`config.mk`:
```
export PLATFORM = sky130hd
export DESIGN_NAME = mpuart_chan
export DESIGN_NICKNAME = d
export VERILOG_FILES = /design/src/rtl/mpuart_pkg.sv /design/src/rtl/mpuart_baud.sv /design/src/rtl/mpuart_tx.sv /design/src/rtl/mpuart_rx.sv /design/src/rtl/mpuart_chan.sv
export SDC_FILE = /design/constraint.sdc
export NUM_CORES = 1
export LEC_CHECK = 0
export BUFFER_PORTS_ARGS = -buffer_cell sky130_fd_sc_hd__buf_2
export CORE_MARGIN = 2
export CORE_UTILIZATION = 37
export CTS_BUF_LIST = sky130_fd_sc_hd__clkbuf_16
export DETAILED_ROUTE_END_ITERATION = 10
export PLACE_DENSITY = 0.61
export RECOVER_POWER = 25
export SETUP_SLACK_MARGIN = 0.4
export SLEW_MARGIN = 10
export SYNTH_ARGS = -nofsm -noshare
export SYNTH_HDL_FRONTEND = slang
export SYNTH_HIERARCHICAL = 1
export SYNTH_SLANG_ARGS = --single-unit
```
`constraint.sdc`:
```
create_clock -name clk -period 3.8 [get_ports clk]
set_clock_uncertainty 0.05 [all_clocks]
set_input_delay 0.57 -clock clk [delete_from_list [all_inputs] [get_ports clk]]
set_output_delay 0.57 -clock clk [all_outputs]
set_load 0.01 [all_outputs]
```
`src/rtl/mpuart_pkg.sv`:
```
package mpuart_pkg;

    localparam int OVS      = 16;   // oversampling ticks per bit cell
    localparam int TX_MAXB  = 12;   // start + 8 data + extra + 2 stops
    localparam int RX_MAXB  = 10;   // 8 data + extra + first stop

    typedef enum logic [1:0] {
        A_CTRL = 2'd0,
        A_DIV  = 2'd1,
        A_DATA = 2'd2,
        A_STAT = 2'd3
    } reg_addr_e;

    // character format, low five control bits
    typedef struct packed {
        logic mp_en;
        logic stop2;
        logic par_odd;
        logic par_en;
        logic len8;
    } fmt_t;

    typedef struct packed {
        logic rts;
        logic brk;
        logic mp_filt;
        fmt_t fmt;
    } ctrl_t;

    typedef enum logic [2:0] {
        RX_IDLE,
        RX_START,
        RX_BITS,
        RX_FIN,
        RX_WAITHI
    } rx_state_e;

    typedef struct packed {
        logic [7:0] data;
        logic       mpb;
        logic       par_err;
        logic       frm_err;
        logic       brk;
    } rx_result_t;

    // parity bit that gives the requested sense over the data bits
    function automatic logic parity_bit(input logic [7:0] d, input logic len8,
                                        input logic odd);
        logic [7:0] m;
        m = len8 ? d : {1'b0, d[6:0]};
        return (^m) ^ odd;
    endfunction

endpackage

```
`src/rtl/mpuart_baud.sv`:
```
module mpuart_baud #(
    parameter int DIV_W = 8
) (
    input  logic             clk,
    input  logic             rst,
    input  logic [DIV_W-1:0] div,
    output logic             tick
);
    logic [DIV_W-1:0] cnt;

    always_ff @(posedge clk) begin
        if (rst) begin
            cnt  <= '0;
            tick <= 1'b0;
        end else if (cnt >= div) begin
            cnt  <= '0;
            tick <= 1'b1;
        end else begin
            cnt  <= cnt + 1'b1;
            tick <= 1'b0;
        end
    end
endmodule

```
`src/rtl/mpuart_tx.sv`:
```
module mpuart_tx
    import mpuart_pkg::*;
(
    input  logic       clk,
    input  logic       rst,
    input  logic       tick,
    input  fmt_t       fmt,
    input  logic       brk,
    input  logic       hold_valid,
    input  logic [7:0] hold_data,
    input  logic       hold_mpb,
    input  logic       cts_ok,
    output logic       take,
    output logic       busy,
    output logic       txd
);
    localparam int CW = $clog2(OVS);

    logic [TX_MAXB-1:0] frame, shreg;
    logic [3:0]         nbits, bits_left;
    logic [CW-1:0]      tcnt;
    logic               extra, xval;

    always_comb begin
        extra = fmt.mp_en | fmt.par_en;
        xval  = fmt.mp_en ? hold_mpb
                          : parity_bit(hold_data, fmt.len8, fmt.par_odd);
        frame      = '1;
        frame[0]   = 1'b0;
        frame[8:1] = hold_data;
        if (!fmt.len8) frame[8] = 1'b1;
        if (extra) begin
            if (fmt.len8) frame[9] = xval;
            else          frame[8] = xval;
        end
        nbits = 4'd9 + {3'b0, fmt.len8} + {3'b0, extra} + {3'b0, fmt.stop2};
        take  = !busy && tick && hold_valid && cts_ok && !brk;
    end

    always_ff @(posedge clk) begin
        if (rst) begin
            busy      <= 1'b0;
            shreg     <= '1;
            bits_left <= '0;
            tcnt      <= '0;
            txd       <= 1'b1;
        end else begin
            if (take) begin
                busy      <= 1'b1;
                shreg     <= frame;
                bits_left <= nbits;
                tcnt      <= '0;
            end else if (busy && tick) begin
                if (tcnt == CW'(OVS - 1)) begin
                    tcnt      <= '0;
                    shreg     <= {1'b1, shreg[TX_MAXB-1:1]};
                    bits_left <= bits_left - 1'b1;
                    if (bits_left == 4'd1) busy <= 1'b0;
                end else begin
                    tcnt <= tcnt + 1'b1;
                end
            end
            txd <= brk ? 1'b0 : (busy ? shreg[0] : 1'b1);
        end
    end
endmodule

```
`src/rtl/mpuart_rx.sv`:
```
module mpuart_rx
    import mpuart_pkg::*;
(
    input  logic       clk,
    input  logic       rst,
    input  logic       tick,
    input  logic       len8,
    input  logic       par_en,
    input  logic       par_odd,
    input  logic       mp_en,
    input  logic       rxd_s,
    output logic       done,
    output rx_result_t res
);
    localparam int CW = $clog2(OVS);

    rx_state_e          st;
    logic [CW-1:0]      tcnt;
    logic [3:0]         idx, nrx, sidx, xidx;
    logic [RX_MAXB-1:0] rbits, mask;
    logic               extra, stop_v, x_v, allzero;
    logic [7:0]         dval;

    always_comb begin
        extra   = mp_en | par_en;
        xidx    = 4'd7 + {3'b0, len8};
        sidx    = xidx + {3'b0, extra};
        nrx     = sidx + 4'd1;
        mask    = RX_MAXB'((11'h1 << nrx) - 11'h1);
        allzero = (rbits & mask) == '0;
        stop_v  = rbits[sidx];
        x_v     = rbits[xidx];
        dval    = len8 ? rbits[7:0] : {1'b0, rbits[6:0]};
    end

    always_ff @(posedge clk) begin
        if (rst) begin
            st    <= RX_IDLE;
            tcnt  <= '0;
            idx   <= '0;
            rbits <= '0;
            done  <= 1'b0;
            res   <= '0;
        end else begin
            done <= 1'b0;
            unique case (st)
                RX_IDLE: if (tick && !rxd_s) begin
                    st   <= RX_START;
                    tcnt <= '0;
                end
                RX_START: if (tick) begin
                    if (tcnt == CW'(OVS / 2 - 1)) begin
                        tcnt  <= '0;
                        idx   <= '0;
                        rbits <= '0;
                        st    <= rxd_s ? RX_IDLE : RX_BITS;
                    end else begin
                        tcnt <= tcnt + 1'b1;
                    end
                end
                RX_BITS: if (tick) begin
                    if (tcnt == CW'(OVS - 1)) begin
                        tcnt       <= '0;
                        rbits[idx] <= rxd_s;
                        idx        <= idx + 1'b1;
                        if (idx == sidx) st <= RX_FIN;
                    end else begin
                        tcnt <= tcnt + 1'b1;
                    end
                end
                RX_FIN: begin
                    done        <= 1'b1;
                    res.data    <= dval;
                    res.mpb     <= mp_en & x_v;
                    res.brk     <= allzero;
                    res.frm_err <= !stop_v && !allzero;
                    res.par_err <= !mp_en && par_en && !allzero &&
                                   (x_v != parity_bit(dval, len8, par_odd));
                    st          <= stop_v ? RX_IDLE : RX_WAITHI;
                end
                RX_WAITHI: if (rxd_s) st <= RX_IDLE;
                default: st <= RX_IDLE;
            endcase
        end
    end
endmodule

```
`src/rtl/mpuart_chan.sv`:
```
module mpuart_chan
    import mpuart_pkg::*;
#(
    parameter int              DIV_W    = 8,
    parameter logic [DIV_W-1:0] DIV_INIT = DIV_W'(7)
) (
    input  logic       clk,
    input  logic       rst,
    input  logic       wr_en,
    input  logic       rd_en,
    input  logic [1:0] addr,
    input  logic [7:0] wdata,
    output logic [7:0] rdata,
    output logic       txd,
    input  logic       rxd,
    input  logic       cts_n,
    input  logic       dcd_n,
    output logic       rts_n
);
    ctrl_t            ctrl;
    logic [DIV_W-1:0] div;
    logic [7:0]       hold_data, rx_data;
    logic             hold_valid, tx_mpb, rx_mpb, rx_ready;
    logic             overrun, frm_flag, par_flag, brk_flag, dcd_lost;
    logic [1:0]       rxd_q, cts_q, dcd_q;
    logic             dcd_prev, tick, take, tx_busy, rx_done, filt_on;
    rx_result_t       rx_res;

    wire wr_ctrl = wr_en && addr == A_CTRL;
    wire wr_div  = wr_en && addr == A_DIV;
    wire wr_data = wr_en && addr == A_DATA;
    wire wr_stat = wr_en && addr == A_STAT;
    wire rd_data = rd_en && addr == A_DATA;

    assign filt_on = ctrl.fmt.mp_en && ctrl.mp_filt;
    assign rts_n   = !ctrl.rts;

    mpuart_baud #(.DIV_W(DIV_W)) u_baud (
        .clk(clk), .rst(rst), .div(div), .tick(tick)
    );

    mpuart_tx u_tx (
        .clk(clk), .rst(rst), .tick(tick), .fmt(ctrl.fmt), .brk(ctrl.brk),
        .hold_valid(hold_valid), .hold_data(hold_data), .hold_mpb(tx_mpb),
        .cts_ok(!cts_q[1]), .take(take), .busy(tx_busy), .txd(txd)
    );

    mpuart_rx u_rx (
        .clk(clk), .rst(rst), .tick(tick), .len8(ctrl.fmt.len8),
        .par_en(ctrl.fmt.par_en), .par_odd(ctrl.fmt.par_odd),
        .mp_en(ctrl.fmt.mp_en), .rxd_s(rxd_q[1]), .done(rx_done), .res(rx_res)
    );

    always_ff @(posedge clk) begin
        if (rst) begin
            rxd_q    <= 2'b11;
            cts_q    <= 2'b11;
            dcd_q    <= 2'b11;
            dcd_prev <= 1'b1;
        end else begin
            rxd_q    <= {rxd_q[0], rxd};
            cts_q    <= {cts_q[0], cts_n};
            dcd_q    <= {dcd_q[0], dcd_n};
            dcd_prev <= dcd_q[1];
        end
    end

    always_ff @(posedge clk) begin
        if (rst) begin
            ctrl       <= '0;
            div        <= DIV_INIT;
            hold_data  <= '0;
            hold_valid <= 1'b0;
            tx_mpb     <= 1'b0;
            rx_data    <= '0;
            rx_mpb     <= 1'b0;
            rx_ready   <= 1'b0;
            overrun    <= 1'b0;
            frm_flag   <= 1'b0;
            par_flag   <= 1'b0;
            brk_flag   <= 1'b0;
            dcd_lost   <= 1'b0;
        end else begin
            if (wr_ctrl) ctrl <= ctrl_t'(wdata);
            if (wr_div)  div  <= DIV_W'(wdata);
            if (wr_data) begin
                hold_data  <= wdata;
                hold_valid <= 1'b1;
            end else if (take) begin
                hold_valid <= 1'b0;
            end
            if (wr_stat) begin
                tx_mpb <= wdata[7];
                if (wdata[2]) overrun  <= 1'b0;
                if (wdata[3]) frm_flag <= 1'b0;
                if (wdata[4]) par_flag <= 1'b0;
                if (wdata[5]) brk_flag <= 1'b0;
                if (wdata[6]) dcd_lost <= 1'b0;
            end
            if (rd_data) rx_ready <= 1'b0;
            if (dcd_q[1] && !dcd_prev) dcd_lost <= 1'b1;
            if (rx_done) begin
                if (rx_res.brk) begin
                    brk_flag <= 1'b1;
                end else if (filt_on && !rx_res.mpb) begin
                    // unmarked frame under filtering: dropped
                end else if (rx_ready && !rd_data) begin
                    overrun <= 1'b1;
                end else begin
                    rx_data  <= rx_res.data;
                    rx_mpb   <= rx_res.mpb;
                    rx_ready <= 1'b1;
                    if (rx_res.frm_err) frm_flag <= 1'b1;
                    if (rx_res.par_err) par_flag <= 1'b1;
                end
            end
        end
    end

    always_comb begin
        unique case (reg_addr_e'(addr))
            A_CTRL:  rdata = ctrl;
            A_DIV:   rdata = 8'(div);
            A_DATA:  rdata = rx_data;
            default: rdata = {rx_mpb, dcd_lost, brk_flag, par_flag, frm_flag,
                              overrun, !hold_valid, rx_ready};
        endcase
    end
endmodule

```
==> results.cfg <==
[run_status]
status = finished with violations
violations = max-capacitance violations, max-slew violations

[sta]
fin_crit_ns = 2.78
clock.fmax_mhz = 359
setup_viol = 0
fin_crit_sh_pct = 73.2
slew_violations = 35
rsz0062_at_grt = no
hold_viol = 0
slew-limit-headroom_pct = -16.9
tightest_slew_ns = 1.75
hold_slack_ns = 0.351
setup_tns_ns = 0

[drt]
finalWirelength_um = 12000
postRouteAntennaNets = 0
route.vias.total = 4159
vias_per_cell = 5.19
routedWlPerCell_um = 15.0
drt_iter0_drc = 286
drc_errors = 0
drtPass1Iterations = 5

[global_routing]
grtUsageTotal_pct = 15.7
grt_use_met2_pct = 27.9
grt_util_met3_pct = 4.13
use_met1_pct = 19.0
antenna_found_initial = 0
grt_max_degree = 46
grt_pass1_vias = 4261
grt_busiest_layer = met2
overflow = 0
grt_pass1_wl_um = 20500

[critical_path]
cp-end-kind = flop
cp-startpoint = rst
crit_slowest_cell = clkbuf_1
ff2ff_setup_slack_ns = 1.63
reg2reg_to = u_rx/res[1]$_SDFFE_PP0P_
cp-start-kind = primary input
crit_path_cell_trace = clkbuf_1 -> inv_1 -> nand2_1 -> mux2i_1
reg2reg_from = ctrl[4]$_SDFFE_PP0P_
arrival_ns = 2.95
max_stage_delay_ns = 1.24
critical_path.endpoint = rx_data[0]$_SDFFE_PP0P_
criticalPathCategory = primary input to flop
cp_max_fo = 35
worstRegToRegCells = 6
worstPathRequired_ns = 3.97

[die]
dieArea_mm2 = 0.0160
io_pins = 27
start_util_pct = 38.1
num_rows = 44
die_h_um = 126
core_area_mm2 = 0.0146
chipWidth_um = 126

[clock_tree]
clk_path_buf_depth = 2
ctsResizeCount = 0
clockRootBuffer = clkbuf_16
cts_hold_buffers = 0
numCtsBuffers = 9
clkTransAtPathRegs_ns = 0.07
cts_setup_buffers = 0
clock_sinks = 111
tritoncts = yes
htreeDepth = 3
clock_latency_ns = 0.35

[power]
p_int_mw = 1.75
p_clk_share_pct = 40.8
switchingPower_uw = 525
seqPwrFrac_pct = 52.7
ir_worst_vdd_mv = 0.247
p_leak_nw = 2.45
powerDensity_mw_per_mm2 = 375
sw_frac_of_total_pct = 23.1
power_frac_comb_pct = 6.6

[logic_synthesis]
synth_cells = 601
synth_seq_area_share_pct = 40.0
synth_ff_type = dfxtp_1
syn-mean-instance-area_um2 = 9.24
synth_nets = 644
synthesis.area_mm2 = 0.00555
ys_ff_latch = 111
yosysWarningCount = 6
async_flop_share_pct = 0
synth_edf_count = 0
synth_cell_types = 67

[finish]
fillers = 1434
synthToLayoutAreaGrowth_pct = 9.44
nNetsFinal = 656
drive_gt1_share_pct = 12.5
diodes = 0

[place]
gp_congestion = 0.812
dp.final_hpwl_um = 8850
io_buffers = 26

[min_path]
hold_path.class = primary input to flop

[run]
cap_violations = 1
## cells in the final DEF, fill, tap and decap left out, types with 5 or more instances in the layout
master	n
nor2_1	47
nand3b_1	10
buf_2	23
ha_1	26
nand2b_1	8
nand2_1	85
o21ai_0	18
xnor2_1	24
nor3_2	6
or2_2	7
and3_1	11
inv_1	40
mux2i_1	47
nor3_1	7
nand3_1	14
a21oi_1	28
mux4_2	8
xor2_1	7
dfxtp_1	111
nor2b_1	5
clkbuf_16	9
## synthesized netlist by cell type, drive strengths merged, types with 5 or more instances
| library cell | count | area share [%] |
|---|---|---|
| inv | 41 | 2.8 |
| a21oi | 29 | 2.8 |
| nand3 | 15 | 1.4 |
| xor2 | 7 | 1.1 |
| o21ai | 19 | 1.7 |
| nor2b | 5 | 0.56 |
| or2 | 8 | 0.90 |
| nor3b | 5 | 0.77 |
| xnor2 | 24 | 3.8 |
| and3 | 11 | 1.2 |
| dfxtp | 111 | 40 |
| buf | 13 | 1.7 |
| nand2 | 85 | 5.7 |
| mux2i | 47 | 8.5 |
| nand3b | 10 | 1.4 |
| ha | 26 | 5.9 |
| nor3 | 13 | 1.7 |
| nand2b | 8 | 0.90 |
| nor2 | 48 | 3.4 |
| clkbuf | 14 | 0.95 |
| mux4 | 8 | 3.2 |
## per-layer routing
layer	share of wire, %	routed length, µm
met1	45	5390
met2	50	6030
met3	3.9	470
met4	1.1	134
met5	0	0
## logic make-up after synthesis
family / synth area share, %
AO/OA/AOI/OAI: 10.4
XOR/XNOR: 5.30
adder cells (fa/ha/maj): 5.86
buffers and inverters: 5.45
flip-flops: 40.0
multiplexers: 12.1
AND/OR/NAND/NOR: 20.8
## final cells by class
type | instances | area (µm²) | area share (%)
clock buffer | 9 | 225 | 3.71
clock inverter | 7 | 63.8 | 1.05
inverter | 41 | 154 | 2.53
multi-input combinational | 422 | 3030 | 49.8
sequential | 111 | 2220 | 36.6
tap | 184 | 230 | 3.79
timing repair buffer | 28 | 154 | 2.53
## flip-flops by register name (all words and copies together), names as in the netlist, 4 cells and up
signal / flops
ctrl: 8
div: 8
hold_data: 8
rx_data: 8
u_baud/cnt: 8
u_rx/idx: 4
u_rx/rbits: 10
u_rx/res: 12
u_rx/tcnt: 4
u_tx/bits_left: 4
u_tx/shreg: 10
u_tx/tcnt: 4
## power by group through the flow
stage | clock, mW | combinational, mW | sequential (mW)
floorplan | 0 | 0.110 | 1.22
global placement | 0 | 0.145 | 1.23
detailed placement | 0 | 0.150 | 1.23
CTS | 0.949 | 0.151 | 1.20
global route | 0.992 | 0.167 | 1.20
finish | 0.928 | 0.149 | 1.20
## critical path: cells and delay by family
kind          cells  cell delay [ns]
buf+inv           2             2.04
simple gates      1             0.24
mux               1             0.09
## how the worst min path moves through the flow
stage,from,end,slack [ns],cells after the start
2_1_floorplan,cts_q[0]$_SDFF_PP1_,cts_q[1]$_SDFF_PP1_,0.34,1
3_3_place_gp,cts_q[0]$_SDFF_PP1_,cts_q[1]$_SDFF_PP1_,0.35,1
3_5_place_dp,cts_q[0]$_SDFF_PP1_,cts_q[1]$_SDFF_PP1_,0.35,1
4_1_cts,dcd_n,dcd_q[0]$_SDFF_PP1_,0.34,2
5_1_grt,dcd_n,dcd_q[0]$_SDFF_PP1_,0.35,2
6_report,dcd_n,dcd_q[0]$_SDFF_PP1_,0.35,2
## per-stage QoR
| stage | std cells | setup WS (ns) | instance area (µm²) | util, % | power, mW |
|---|---|---|---|---|---|
| 2_1_floorplan | 601 | 1.89 | 5550 | - | 1.33 |
| 3_3_place_gp | 786 | 1.58 | 5790 | 39.7 | 1.37 |
| 3_5_place_dp | 786 | 1.54 | 5790 | 39.7 | 1.38 |
| 4_1_cts | 802 | 1.55 | 6080 | 41.7 | 2.30 |
| 5_1_grt | 802 | 0.776 | 6080 | 41.6 | 2.36 |
| 6_report | 802 | 1.02 | 6080 | 41.6 | 2.28 |
(Power assumes the default switching activity.)
